### config.mk
export PLATFORM = sky130hd
export DESIGN_NAME = stbuf_fwd
export DESIGN_NICKNAME = d
export VERILOG_FILES = /design/src/rtl/stbuf_pkg.sv /design/src/rtl/stbuf_ctrl.sv /design/src/rtl/stbuf_store.sv /design/src/rtl/stbuf_match.sv /design/src/rtl/stbuf_fwd.sv
export SDC_FILE = /design/constraint.sdc
export NUM_CORES = 1
export LEC_CHECK = 0
export ABC_AREA = 0
export BUFFER_PORTS_ARGS = -buffer_cell sky130_fd_sc_hd__buf_2
export CORE_MARGIN = 4
export CORE_UTILIZATION = 35
export CTS_CLUSTER_DIAMETER = 50
export DETAILED_ROUTE_END_ITERATION = 8
export GPL_TIMING_DRIVEN = 0
export PLACE_DENSITY_LB_ADDON = 0.05
export SYNTH_ARGS = -nofsm -noshare
export SYNTH_HDL_FRONTEND = slang
export SYNTH_SLANG_ARGS = --single-unit
### constraint.sdc
create_clock -name clk -period 6.3 [get_ports clk]
set_input_delay 0.945 -clock clk [delete_from_list [all_inputs] [get_ports clk]]
set_output_delay 0.945 -clock clk [all_outputs]
set_load 0.05 [all_outputs]
### src/rtl/stbuf_pkg.sv
package stbuf_pkg;
  typedef logic [1:0] acc_size_t;
  localparam acc_size_t SZ_BYTE = 2'd0;
  localparam acc_size_t SZ_HALF = 2'd1;
  localparam acc_size_t SZ_WORD = 2'd2;
endpackage

### src/rtl/stbuf_ctrl.sv
module stbuf_ctrl #(
  parameter int DEPTH = 4,
  localparam int PW = $clog2(DEPTH),
  localparam int CW = PW + 1
) (
  input  logic             clk,
  input  logic             rst,
  input  logic             push_req,
  input  logic             pop_req,
  output logic             push_ok,
  output logic             pop_ok,
  output logic [PW-1:0]    wr_ptr,
  output logic [PW-1:0]    rd_ptr,
  output logic             full,
  output logic             empty,
  output logic [DEPTH-1:0] valid_mask
);
  logic [CW-1:0] cnt_q, cnt_n;

  assign push_ok = push_req && !full;
  assign pop_ok  = pop_req && !empty;

  always_comb begin
    cnt_n = cnt_q;
    if (push_ok && !pop_ok)      cnt_n = cnt_q + 1'b1;
    else if (pop_ok && !push_ok) cnt_n = cnt_q - 1'b1;
  end

  always_ff @(posedge clk) begin
    if (rst) begin
      cnt_q  <= '0;
      wr_ptr <= '0;
      rd_ptr <= '0;
      full   <= 1'b0;
      empty  <= 1'b1;
    end else begin
      cnt_q <= cnt_n;
      full  <= (cnt_n == CW'(DEPTH));
      empty <= (cnt_n == '0);
      if (push_ok) wr_ptr <= wr_ptr + 1'b1;
      if (pop_ok)  rd_ptr <= rd_ptr + 1'b1;
    end
  end

  // Entry i is occupied when its age relative to the head is below the count.
  for (genvar i = 0; i < DEPTH; i++) begin : g_valid
    logic [PW-1:0] age;
    assign age           = PW'(i) - rd_ptr;
    assign valid_mask[i] = ({1'b0, age} < cnt_q);
  end
endmodule

### src/rtl/stbuf_store.sv
module stbuf_store #(
  parameter int DEPTH = 4,
  parameter int AW = 32,
  parameter int DW = 32,
  localparam int PW = $clog2(DEPTH)
) (
  input  logic                      clk,
  input  logic                      we,
  input  logic [PW-1:0]             waddr,
  input  logic [AW-1:0]             wr_addr,
  input  logic [DW-1:0]             wr_data,
  input  stbuf_pkg::acc_size_t      wr_size,
  output logic [DEPTH-1:0][AW-1:0]  addr_arr,
  output logic [DEPTH-1:0][DW-1:0]  data_arr,
  output logic [DEPTH-1:0][1:0]     size_arr
);
  // Register array: every entry must be visible at once for the parallel search.
  always_ff @(posedge clk) begin
    if (we) begin
      addr_arr[waddr] <= wr_addr;
      data_arr[waddr] <= wr_data;
      size_arr[waddr] <= wr_size;
    end
  end
endmodule

### src/rtl/stbuf_match.sv
module stbuf_match #(
  parameter int DEPTH = 4,
  parameter int AW = 32,
  parameter int DW = 32,
  localparam int PW = $clog2(DEPTH)
) (
  input  logic [AW-1:0]             ld_addr,
  input  stbuf_pkg::acc_size_t      ld_size,
  input  logic [PW-1:0]             rd_ptr,
  input  logic [DEPTH-1:0]          valid_mask,
  input  logic [DEPTH-1:0][AW-1:0]  addr_arr,
  input  logic [DEPTH-1:0][DW-1:0]  data_arr,
  input  logic [DEPTH-1:0][1:0]     size_arr,
  output logic                      hit,
  output logic [DW-1:0]             hit_data
);
  logic [DEPTH-1:0] match;

  for (genvar i = 0; i < DEPTH; i++) begin : g_cmp
    assign match[i] = valid_mask[i] && (addr_arr[i] == ld_addr) && (size_arr[i] == ld_size);
  end

  // Scan from oldest to newest; a later (younger) match overrides an earlier one.
  always_comb begin
    logic [PW-1:0] idx;
    hit      = 1'b0;
    hit_data = '0;
    idx      = '0;
    for (int k = 0; k < DEPTH; k++) begin
      idx = rd_ptr + PW'(k);
      if (match[idx]) begin
        hit      = 1'b1;
        hit_data = data_arr[idx];
      end
    end
  end
endmodule

### src/rtl/stbuf_fwd.sv
module stbuf_fwd #(
  parameter int DEPTH = 4,
  parameter int AW = 32,
  parameter int DW = 32,
  localparam int PW = $clog2(DEPTH)
) (
  input  logic          clk,
  input  logic          rst,
  input  logic          push_valid,
  input  logic [AW-1:0] push_addr,
  input  logic [DW-1:0] push_data,
  input  logic [1:0]    push_size,
  output logic          full,
  output logic          empty,
  output logic          drain_valid,
  input  logic          drain_ready,
  output logic [AW-1:0] drain_addr,
  output logic [DW-1:0] drain_data,
  output logic [1:0]    drain_size,
  input  logic          ld_valid,
  input  logic [AW-1:0] ld_addr,
  input  logic [1:0]    ld_size,
  output logic          fwd_hit,
  output logic [DW-1:0] fwd_data
);
  logic                     push_ok, pop_ok;
  logic [PW-1:0]            wr_ptr, rd_ptr;
  logic [DEPTH-1:0]         valid_mask;
  logic [DEPTH-1:0][AW-1:0] addr_arr;
  logic [DEPTH-1:0][DW-1:0] data_arr;
  logic [DEPTH-1:0][1:0]    size_arr;
  logic                     hit;
  logic [DW-1:0]            hit_data;

  stbuf_ctrl #(.DEPTH(DEPTH)) u_ctrl (
    .clk(clk), .rst(rst), .push_req(push_valid), .pop_req(drain_ready),
    .push_ok(push_ok), .pop_ok(pop_ok), .wr_ptr(wr_ptr), .rd_ptr(rd_ptr),
    .full(full), .empty(empty), .valid_mask(valid_mask)
  );

  stbuf_store #(.DEPTH(DEPTH), .AW(AW), .DW(DW)) u_store (
    .clk(clk), .we(push_ok), .waddr(wr_ptr), .wr_addr(push_addr),
    .wr_data(push_data), .wr_size(push_size),
    .addr_arr(addr_arr), .data_arr(data_arr), .size_arr(size_arr)
  );

  stbuf_match #(.DEPTH(DEPTH), .AW(AW), .DW(DW)) u_match (
    .ld_addr(ld_addr), .ld_size(ld_size), .rd_ptr(rd_ptr),
    .valid_mask(valid_mask), .addr_arr(addr_arr), .data_arr(data_arr),
    .size_arr(size_arr), .hit(hit), .hit_data(hit_data)
  );

  assign drain_valid = !empty;
  assign drain_addr  = addr_arr[rd_ptr];
  assign drain_data  = data_arr[rd_ptr];
  assign drain_size  = size_arr[rd_ptr];

  always_ff @(posedge clk) begin
    if (rst) begin
      fwd_hit  <= 1'b0;
      fwd_data <= '0;
    end else begin
      fwd_hit  <= ld_valid && hit;
      fwd_data <= (ld_valid && hit) ? hit_data : '0;
    end
  end
endmodule

# Word level (Yosys, flattened, before mapping)
# Index checks and enable logic that the tools add are counted.
[op_classes] n_addsub=10 mul=0 n_div=0 n_lt_le_gt_ge=10 n_eq_ne=9 shift=0 muxes=37 bitwise_logic=1 n_reduce_logical=20
[ops] op="binary-select mux 32 bit (select 2 bit)" n=5
[ops] op="2-to-1 mux 32 bit" n=10
[ops] op="bitwise mux 128 bit" n=2
[ops] op="== test 32 bit" n=4
[ops] op="demux 32 bit (select 2 bit)" n=1
[ops] op="< comparator 2 x 3 -> 1 bit (second input constant)" n=5
[ops] op="logical AND 1 bit" n=14
[ops] op="< comparator 2 x 3 -> 1 bit" n=4
[ops] op="binary-select mux 1 bit (select 2 bit)" n=4
[ops] op="bitwise mux 8 bit" n=1
[ops] op="== test 2 bit" n=4
[ops] op="2-to-1 mux 1 bit" n=8
[ops] op="2-to-1 mux 3 bit" n=2
[ops] op="adder 2 x 1 -> 2 bit (second input constant)" n=2
[ops] op="adder 2 bit (second input constant)" n=2
[ops] op="binary-select mux 2 bit (select 2 bit)" n=1
[ops] op="demux 2 bit (select 2 bit)" n=1
[ops] op="zero test 1 bit" n=4
[ops] op="2-to-1 mux 2 bit" n=2
[ops] op="subtractor 1 x 2 -> 2 bit (first input constant)" n=2
[ops] op="subtractor 2 bit (first input constant)" n=2
[ops] op="adder 3 x 1 -> 3 bit (second input constant)" n=1
[ops] op="== test 3 bit (second input constant)" n=1
[ops] op="zero test 3 bit" n=1
[ops] op="other kinds (4)" n=4
[totals] reg_bits=306 latchBits=0 mem_bits_rw=0 mem_bits_ro=0 input_bits=105 elab_cells=106 memories=0

# Longest topological paths before layout
# Gate-level depths: netlist of the first run.
[depth] word_depth=13 depth_mapped=16

# Hierarchy
# A second synthesis of the first run with hierarchy kept.
[unflattened] cells_unflattened=1245 area_unflattened_um2=16368.2
[by_module_without_submodules] mod="stbuf_store" n_inst=1 cells_each=268 area_per_inst_um2=7965.1
[by_module_without_submodules] mod="stbuf_match" n_inst=1 cells_each=748 area_per_inst_um2=5146.2
[by_module_without_submodules] mod="stbuf_fwd" n_inst=1 cells_each=156 area_per_inst_um2=2617.5
[by_module_without_submodules] mod="stbuf_ctrl" n_inst=1 cells_each=73 area_per_inst_um2=639.4

# Worst setup path before layout of the first run
# No wires, ideal clock.
[synth_timing] path_type="register -> register" from="register u_ctrl.rd_ptr[0]" to="register fwd_data[0]" arrival_time_ns=4.172 t_required_ns=6.170 path_slack_ns=1.998 path_stages_with_launch=17 path_buffers=6 period_less_slack_ns=4.302 cell_sequence="dfxtp_1 buf_2 clkbuf_1 buf_1 clkbuf_1 buf_2 xnor2_1 inv_1 ha_1 a21oi_1 o2111ai_1 nor3_2 nor2b_1 mux4_2 buf_6 a2111oi_2 o22ai_1"
[synth_via] elab_chain_cells=13
[synth_lines] element="start, declared" line="stbuf_ctrl.sv:13" text="output logic [PW-1:0] rd_ptr,"
[synth_lines] element="start signal, assigned" line="stbuf_ctrl.sv:41" text="if (pop_ok) rd_ptr <= rd_ptr + 1'b1;"
[synth_lines] element="subtractor 1 x 2 -> 2 bit or subtractor 2 bit (tied branches)" line="stbuf_ctrl.sv:48" text="assign age = PW'(i) - rd_ptr;"
[synth_lines] element="< comparator 2 x 3 -> 1 bit" line="stbuf_ctrl.sv:49" text="assign valid_mask[i] = ({1'b0, age} < cnt_q);"
[synth_lines] element="logical AND 1 bit (2 in a row)" line="stbuf_match.sv:20" text="assign match[i] = valid_mask[i] && (addr_arr[i] == ld_addr) && (size_arr[i] == ld_size);"
[synth_lines] element="binary-select mux 1 bit (select 2 bit)" line="stbuf_match.sv:31" text="if (match[idx]) begin"
[synth_lines] element="2-to-1 mux 1 bit (implied by the code)" line="stbuf_match.sv:31"
[synth_lines] element="2-to-1 mux 1 bit (4 in a row)" line="stbuf_match.sv:31"
[synth_lines] element="logical AND 1 bit" line="stbuf_fwd.sv:64" text="fwd_data <= (ld_valid && hit) ? hit_data : '0;"
[synth_lines] element="inverter 1 bit (no line)"
[synth_lines] element="OR reduction 2 bit (no line)"
[synth_lines] element="end signal, assigned" line="stbuf_fwd.sv:64"
[synth_lines] element="end, declared" line="stbuf_fwd.sv:24" text="output logic [DW-1:0] fwd_data"
# Several ways; a longest one is shown, not always the timed one. The select of a mux whose other input is x is not followed.
# A chain may end at the register's enable or synchronous reset.

# Final worst setup path of the first run
[layout_timing] from="register u_ctrl.rd_ptr[1]" to="register fwd_data[10]"
# Same word-level chain as after synthesis.

==> metrics.csv, run 1 <==
metric,value,unit
num_rows,76,
synth_top_cell_by_area,edfxtp_1,
end_kind,flip-flop,
dr_total_vias,10835,
wl,51.03,mm
rsz0062_at_grt,false,
crit_type,flip-flop to flip-flop,
synth.avg_cell_area,13.41,um2
slew_viol_final,0,
pre_cts_slack,169.8,ps
core_area,0.04327,mm2
synth_nets,1263,
hp-class,flip-flop to flip-flop,
synthArstFlopShare,0,%
area_growth,20.88,%
wl_per_cell,25.27,um
hpwl,35.77,mm
post-synth-top-count-cell,edfxtp_1,
finalWorstSetupSlack,436.3,ps
cts_resized,0,
crit_end,fwd_data[10]$_SDFF_PP0_,
track_usage,21.09,%
clk_path_buf_depth,3,
hold_viol_final,0,
post_cts_buffers,0,
ir_worst_vdd,0.0001885,V
relSlewSlack,27.10,%
r2r_slack,440,ps
insertion_delay,570,ps
status,finished clean,
synth_cell_types,53,
place_congestion,0.7904,
tightest_slew,1093,ps
cts_hold_buf,0,
num_io_pins,207,
powerDensity,353.5,mW/mm2
min_period_over_period,93.07,%
final_antenna_net_count,0,
viasPerCell,5.367,
final_cell_area,0.01861,mm2
yosys_warnings,0,
grt_max_degree,46,
ys_ff_latch,306,
grt_pass1_wl,73.91,mm
clk_pin_slew,60,ps
r2r-end,fwd_data[10]$_SDFF_PP0_,
leakage,6.555,nW
worstPathRequired,6700,ps
numCtsBuffers,42,
skew,19.01,ps
clkSinkCount,306,
syn-cell-area,0.01540,mm2
die_height,217.7,um
antenna_found_initial,6,
ys_top_cells_by_area,"edfxtp_1 (51%), xor2_1 (7.3%), mux2_2 (6.9%)",
ys.flop_type,edfxtp_1,
drc_errors,0,
cts_root_buf,clkbuf_16,
synth_edf_count,264,
htree_levels,2,
final_nets,1516,
port_buffers,205,
r2r_cells,13,
grt_pass1_vias,11117,
seq_area_frac_synth,56.95,%
drive_gt1_share,31.70,%
fmax,0.1705,GHz
hold_depth,2,
fp.dieW,217.7,um
setup_viol,0,
die_area,0.04741,mm2
whs,533.1,ps
synth_common_cells,"edfxtp_1 (264), nor2_1 (174), xor2_1 (129)",
worstHoldStart,u_ctrl.cnt_q[1]$_SDFF_PP0_,
cp_data_arrival_time,6260,ps
grt_overflow_total,0,
reg2reg_from,u_ctrl.rd_ptr[1]$_SDFFE_PP0P_,
cp_max_fo,10,
critPathLaunch,u_ctrl.rd_ptr[1]$_SDFFE_PP0P_,
crit_path_start_kind,flip-flop,
initial_utilization,35.59,%
placed_area,0.01728,mm2
setup_tns,0,ps
drt_pass1_iterations,5,
fin_crit,5864,ps
max_cap_violations,0,
synth_top_area_share,51.49,%
cts_tree,done,
synthesis.instances,1148,
drtIter0Drc,764,
[final cells by class]
class | count | area (um2)
Inverter | 13 | 48.80
Fill cell | 4068 | 24650
Clock inverter | 23 | 232.7
Sequential cell | 306 | 8768
Tap cell | 585 | 732.0
Buffer | 67 | 284.0
Antenna cell | 2 | 5.005
Clock buffer | 52 | 1099
Timing Repair Buffer | 209 | 1136
Multi-Input combinational cell | 762 | 6307
[how the worst min path moves through the flow]
stage | endpoint | slack (ps)
final | u_ctrl.cnt_q[1]$_SDFF_PP0_ | 530
after global routing | u_store.addr_arr[1]$_DFFE_PP_ | 570
after CTS | u_ctrl.cnt_q[1]$_SDFF_PP0_ | 540
after detailed placement | u_ctrl.cnt_q[1]$_SDFF_PP0_ | 530
after global placement | u_ctrl.cnt_q[1]$_SDFF_PP0_ | 520
after floorplan | u_ctrl.cnt_q[1]$_SDFF_PP0_ | 490
[sequential cells by signal (all words and copies together) (netlist names), 2 cells and up]
signal	cells
u_ctrl.rd_ptr	2
u_store.addr_arr	128
u_ctrl.wr_ptr	2
u_store.data_arr	128
u_ctrl.cnt_q	3
u_store.size_arr	8
fwd_data	32
[stage by stage]
step,util (%),std cells,total power [mW]
finish,43.02,2019,6.579
global placement,39.65,1938,4.348
global route,43.01,2017,6.856
detailed placement,39.93,1942,4.348
CTS,43.00,2017,6.657
floorplan,-,1148,3.771
[routing by layer]
layer | routed length (um) | vias up | global-route usage [%]
met5 | 49 | - | 0
met4 | 726 | 8 | 4.276
met3 | 3172 | 54 | 4.333
met2 | 23260 | 380 | 33.16
met1 | 23820 | 5461 | 30.51
li1 | - | 4932 | -
[cells by family (layout without fill, tap and decap cells)]
family	Yosys count	after routing	share of synthesized area, %
simple gates	291	291	9.297
compound gates	156	156	8.500
flops	306	306	56.95
xor+xnor	142	142	8.077
other cells	0	2	0
buf+inv	80	364	2.153
mux	163	163	14.21
fa+ha+maj	10	10	0.8126
[layout by cell type (no fill, tap or decap), types with 4 or more instances in the layout]
cell type and instances:
mux4_2 35, o22ai_1 31, inv_6 5, mux2_2 95
clkbuf_1 52, xor2_1 129, a21oi_1 39, mux2i_1 33
nand4_1 8, edfxtp_1 264, o221ai_1 30, buf_2 209
nand3_1 5, and2_4 4, buf_1 13, nor2_1 174
ha_1 10, dfxtp_1 42, clkbuf_16 42, nor2b_1 6
clkinv_2 5, a2111oi_2 30, clkbuf_2 4, nor3b_1 30
nor3_1 4, clkinv_1 4, nand2_1 8, inv_1 12
nor4_1 38, xnor2_1 13, buf_16 4
[report_power, final]
part | switching (mW) | internal, mW
logic | 1.30 | 0.580
registers | 0.0697 | 2.35
clock network | 0.907 | 1.37
total | 2.27 | 4.30
[worst max-delay path: stages, from the launching register on]
cell       delay (ps)
dfxtp_1           390
clkbuf_1          400
clkbuf_1          530
clkbuf_1          480
clkbuf_1          870
xnor2_1           210
ha_1              320
a21oi_1           180
o2111ai_2         210
nor4_1            720
o21ai_0           510
clkbuf_1          430
o221ai_1          290
o22ai_1           150
Power figures use the tool's default switching activity.
==> run 2, diff against run 1 <==
- SYNTH_HIERARCHICAL: default -> 1
==> run 2 against run 1 <==
Net effect: hold slack better by 42 ps; first-iteration DRC count grew 18%; flip-flop and latch count did not move; design area increased by 5.5%; cell count up 5.2%; power fell by 2.2%; synthesized cell count is 8.4% higher; clock-buffer cell count fell by 1; critical endpoint is now fwd_data[21]$_SDFF_PP0_; largest power group unchanged.
==> metrics.csv, run 2 <==
metric,value,unit
skew,21.89,ps
seq_area_frac_synth,53.57,%
relSlewSlack,26.95,%
synth_top_area_share,48.43,%
max_cap_violations,0,
initial_utilization,35.76,%
clkSinkCount,306,
post-synth-top-count-cell,edfxtp_1,
slew_viol_final,0,
rsz0062_at_grt,false,
crit_path_start_kind,flip-flop,
reg_top3,"u_store/addr_arr (128), u_store/data_arr (128), fwd_data (32)",
leakage,6.639,nW
reg2reg_from,u_ctrl/rd_ptr[0]$_SDFFE_PP0P_,
hold_viol_final,0,
synthArstFlopShare,0,%
whs,574.9,ps
synthesis.instances,1245,
ir_worst_vdd,0.0002602,V
power.internal,4.331,mW
powerDensity,327.9,mW/mm2
cts_tree,done,
hp-class,flip-flop to flip-flop,
worstHoldStart,u_ctrl/cnt_q[2]$_SDFF_PP0_,
drc_errors,0,
syn-cell-area,0.01637,mm2
cp_data_arrival_time,4960,ps
dp_cells,2046,
clk_path_buf_depth,3,
cp_max_fo,10,
synth_nets,1356,
worstPathRequired,6800,ps
die_area,0.05029,mm2
switching_share,32.72,%
clk_pin_slew,60,ps
viasPerCell,5.483,
grt_pass1_vias,12003,
wl_per_cell,26.23,um
num_rows,78,
cts_root_buf,clkbuf_16,
grt_pass1_wl,80.76,mm
numCtsBuffers,40,
fmax,0.2240,GHz
synth_cell_types,53,
min_period_over_period,70.85,%
htree_levels,2,
ys_ff_latch,306,
cts_hold_buf,0,
status,finished clean,
grt_overflow_total,0,
wl,55.68,mm
drive_gt1_share,26.25,%
ys_top_cells_by_area,"edfxtp_1 (48%), mux4_2 (9.2%), xnor2_1 (5.9%)",
num_io_pins,207,
fin_crit,4463,ps
critPathLaunch,u_ctrl/rd_ptr[0]$_SDFFE_PP0P_,
grt_max_degree,46,
insertion_delay,580,ps
dr_total_vias,11641,
tightest_slew,1082,ps
layout_commonest_cell,edfxtp_1,
cts_resized,0,
yosys_warnings,6,
p_clk_share,35.8,%
final_cell_mix,"edfxtp_1 (264), buf_2 (201), nor2_1 (130)",
antenna_found_initial,12,
p_comb_share,26.1,%
seq_power_share,38.1,%
ys.flop_type,edfxtp_1,
synth_common_cells,"edfxtp_1 (264), nor2_1 (130), xnor2_1 (111)",
die_height,224.3,um
synth.avg_cell_area,13.15,um2
num-fill-cells,4331,
switchingPower,2.106,mW
setup_viol,0,
fp.dieW,224.3,um
drtIter0Drc,901,
hpwl,40.66,mm
final_nets,1599,
place_congestion,0.8567,
core_area,0.04577,mm2
synth_top_cell_by_area,edfxtp_1,
drt_pass1_iterations,5,
final_cells,2123,
crit_type,flip-flop to flip-flop,
post_cts_buffers,0,
synth_edf_count,264,
end_kind,flip-flop,
track_usage,21.60,%
final_antenna_net_count,0,
area_growth,19.94,%
port_buffers,193,
-- run 2: changes by cell type after synthesis, sizes merged, moves of 30 or more --
cell     previous run  this run
a2111oi            30         0
and4b               0        32
mux2               95        35
mux2i              33        97
mux4               35        67
nor2              174       130
o21ai               4        35
o221ai             30         0
o31ai               3        34
xnor2              13       112
xor2              129        30
-- run 2: metal layers --
layer / GRT usage, % / wire, um
met1: 26.73 / 22530
met2: 38.77 / 28670
met3: 4.346 / 3194
met4: 5.652 / 1180
met5: 0 / 100
-- run 2: logic make-up after synthesis --
group / after synthesis / share of synthesized area [%]
fa+ha+maj: 6 / 0.4586
mux: 199 / 17.56
simple gates: 268 / 8.806
flops: 306 / 53.57
buf+inv: 111 / 3.310
compound gates: 213 / 8.653
xor+xnor: 142 / 7.644
-- run 2: cell type report --
cell class	count	area (um2)	area share, %
inverters	10	42.54	0.2167
plain buffers	101	499.2	2.543
diodes	3	7.507	0.03824
repair buffers	201	1141	5.812
clock buffers	51	1074	5.468
flip-flops and latches	306	8768	44.66
clock inverters	23	274.0	1.396
multi-input cells	828	7076	36.04
well taps	600	750.7	3.824
-- run 2: through the flow --
| stage | util, % | setup WS (ps) | instance area [um2] | power (mW) | TNS (ps) |
|---|---|---|---|---|---|
| 2_1_floorplan | - | 2064 | 16370 | 3.650 | 0 |
| 3_3_place_gp | 39.51 | -1161 | 18080 | 4.162 | -75910 |
| 3_5_place_dp | 39.93 | 1481 | 18280 | 4.187 | 0 |
| 4_1_cts | 42.88 | 1862 | 19630 | 6.525 | 0 |
| 5_1_grt | 42.88 | 1602 | 19630 | 6.712 | 0 |
| 6_report | 42.89 | 1837 | 19630 | 6.437 | 0 |
-- run 2: path summary, 6_finish.rpt --
| kind | depth (start not counted) | endpoint | slack, ps |
|---|---|---|---|
| setup reg to reg | 15 | fwd_data[21]$_SDFF_PP0_ | 1840 |
| hold / removal | 2 | u_ctrl/empty$_SDFF_PP1_ | 570 |
| hold reg to reg | 2 | u_ctrl/empty$_SDFF_PP1_ | 570 |
| setup / recovery | 15 | fwd_data[21]$_SDFF_PP0_ | 1840 |
-- run 2: power by group through the flow --
stage	sequential [mW]	clock, mW	combinational (mW)
6_report	2.45	2.31	1.68
5_1_grt	2.47	2.46	1.79
4_1_cts	2.45	2.37	1.70
3_5_place_dp	2.50	0	1.69
3_3_place_gp	2.52	0	1.65
2_1_floorplan	2.49	0	1.16
-- run 2: worst max-delay path, stage by stage (launching register included) --
cell,delay (ps)
dfxtp_1,590
xnor2_1,210
ha_1,270
a21o_1,160
nand2_1,60
nand4_1,180
or4_4,590
nor4_4,370
mux2_2,260
and2_1,120
clkbuf_1,220
clkbuf_1,600
a211oi_1,190
o2bb2ai_1,190
a21o_1,140
and4b_1,210
==> run 3, diff against run 2 <==
- ABC_AREA: 0 -> 1
- clock period: 6.3 -> 3.8 ns (I/O delays scaled with it)
==> run 3 against run 2 <==
Net effect: register-to-register slack worse by 1500 ps; fmax is 29% higher; synthesized cell count is 110% higher; critical path type unchanged; largest power group is now combinational cells.
==> metrics.csv, run 3 <==
metric,value,unit
status,finished clean,
max_cap_violations,0,
relSlewSlack,34.24,%
synth_top_family_by_area,simple AND/OR/NAND/NOR gates,
cts_hold_buf,0,
setup_viol,0,
end_kind,flip-flop,
synth_common_cells,"nand2_1 (954), inv_1 (508), edfxtp_1 (264)",
viasPerCell,4.755,
final_nets,3027,
yosys_warnings,6,
hp-class,input port to flip-flop,
area_growth,20.02,%
cts_tree,done,
synth_nets,2766,
fin_util,42.47,%
drc_errors,0,
num-fill-cells,5711,
dr_total_vias,17603,
synth_compound_area_share,6.712,%
hpwl,54.61,mm
die_height,244.3,um
fin_crit,3464,ps
crit_path_start_kind,flip-flop,
worstPathRequired,4300,ps
skew,25.53,ps
die_area,0.05966,mm2
track_usage,23.85,%
drive_gt1_share,16.63,%
synthMuxAreaShare,4.919,%
rsz0062_at_grt,false,
dp_cells,3614,
clk_pin_slew,50,ps
synth_top_cell_by_area,edfxtp_1,
synth_cell_types,35,
grt_pass1_wl,107.2,mm
htree_levels,2,
ir_worst_vdd,0.0003670,V
cp_data_arrival_time,3960,ps
clkSinkCount,306,
place_congestion,0.9096,
num_rows,86,
yosys.area_share.adder,0.3843,%
synthArstFlopShare,0,%
cts_root_buf,clkbuf_16,
syn-cell-area,0.01953,mm2
drtIter0Drc,1381,
post-synth-top-count-cell,nand2_1,
synth_edf_count,264,
leakage,11.50,nW
wl_per_cell,19.62,um
fp.dieW,244.3,um
ys.flop_type,edfxtp_1,
insertion_delay,600,ps
reg_top3,"u_store/addr_arr (128), u_store/data_arr (128), fwd_data (32)",
final_cells,3702,
grt_pass1_vias,17112,
finalWorstSetupSlack,336.0,ps
antenna_found_initial,4,
fmax,0.2887,GHz
pre_cts_slack,12.50,ps
initial_utilization,35.39,%
num_io_pins,207,
synth_top_area_share,40.58,%
slew_viol_final,0,
final_antenna_net_count,0,
layout_commonest_cell,nand2_1,
port_buffers,199,
powerDensity,611.9,mW/mm2
hold_viol_final,0,
setup_tns,0,ps
synthesis.instances,2655,
drt_pass1_iterations,5,
clk_path_buf_depth,3,
ys_top_cells_by_area,"edfxtp_1 (41%), nand2_1 (18%), inv_1 (9.8%)",
synth-xor-area-share,1.973,%
p_total,14.35,mW
tightest_slew,986.4,ps
crit_type,flip-flop to flip-flop,
synth.avg_cell_area,7.358,um2
cp_max_fo,10,
min_period_over_period,91.16,%
core_area,0.05520,mm2
synth-simple-area-share,26.97,%
grt_max_degree,23,
wl,72.64,mm
ys_ff_latch,306,
numCtsBuffers,48,
seq_area_frac_synth,44.89,%
grt_overflow_total,0,
final_cell_mix,"nand2_1 (953), inv_1 (507), edfxtp_1 (264)",
run 3: cell count changes after synthesis, sizes merged, moves of 34 or more:
cell	delta
mux4	-67
nand3	+175
xnor2	-73
o31ai	-34
inv	+529
mux2	-35
buf	+77
nand2	+933
clkbuf	-52
o21ai	+142
run 3: per-layer routing:
layer,global-route usage [%],part of all wire (%),wire length [um],vias up
met5,0,0.054,39,-
li1,-,-,-,8722
met1,29.53,42,30260,8218
met4,8.169,3.4,2482,6
met2,42.42,49,35900,535
met3,3.607,5.5,3961,122
run 3: power breakdown:
group	total, mW	internal [mW]	switching, mW	leakage, nW
combinational	5.82	1.65	4.17	7.94
sequential	4.05	3.91	0.139	2.77
clock	4.48	2.77	1.71	0.794
run 3: critical path, cell delays in order (launching register included):
cell and delay, ps:
dfxtp_1 390, inv_1 130, ha_1 310, a21oi_1 150
or2_2 140, a21boi_1 150, nand2_1 100, nor2_1 160
nand2_1 90, nor2_1 240, nand4_1 190, nand3_1 110
nand2_1 120, buf_6 170, buf_2 190, nand3_1 100
nand2_1 60, nor2_2 110, inv_2 90, buf_4 210
nor2_1 170
run 3: final cells by class:
class | count | area, um2 | area share, %
clock inverter | 30 | 370.4 | 1.580
buffer | 126 | 734.5 | 3.133
sequential | 306 | 8771 | 37.41
multi-input combinational | 1680 | 8061 | 34.38
timing repair buffer | 211 | 1266 | 5.400
inverter | 543 | 2038 | 8.693
tap | 748 | 935.9 | 3.992
antenna | 1 | 2.502 | 0.01067
clock buffer | 57 | 1266 | 5.400
run 3: stage by stage:
step	cell area [um2]	hold WS [ps]
after floorplan	19540	467.3
after global placement	21470	478.5
final	23450	190.0
after global routing	23440	169.0
after detailed placement	21770	546.5
after CTS	23410	149.4
run 3: cells by family (layout without fill, tap and decap cells):
kind of cell	Yosys count	after routing
and+or+nand+nor	1306	1306
DFF	306	306
other	0	1
xor gates and xnor gates	44	44
buffers and inverters	669	967
muxes	96	96
adders and majority gates	6	6
AOI/OAI and AO/OA	228	228
run 3: timing repair:
item / 4_1_cts / 5_1_grt
gates cloned: 0 / 0
setup buffers: 0 / 0
gates resized for setup: 2 / 17
endpoints found under the setup margin: 3 / 30
run 3: path summary, 6_finish.rpt:
check,startpoint,endpoint,slack (ps),cells after the start
worst min-delay path,push_addr[11],u_store/addr_arr[107]$_DFFE_PP_,190,1
worst min register to register,u_ctrl/wr_ptr[1]$_SDFFE_PP0P_,u_ctrl/wr_ptr[1]$_SDFFE_PP0P_,550,2
worst max-delay path,u_ctrl/cnt_q[1]$_SDFF_PP0_,fwd_data[6]$_SDFF_PP0_,340,20
worst max register to register,u_ctrl/cnt_q[1]$_SDFF_PP0_,fwd_data[6]$_SDFF_PP0_,340,20
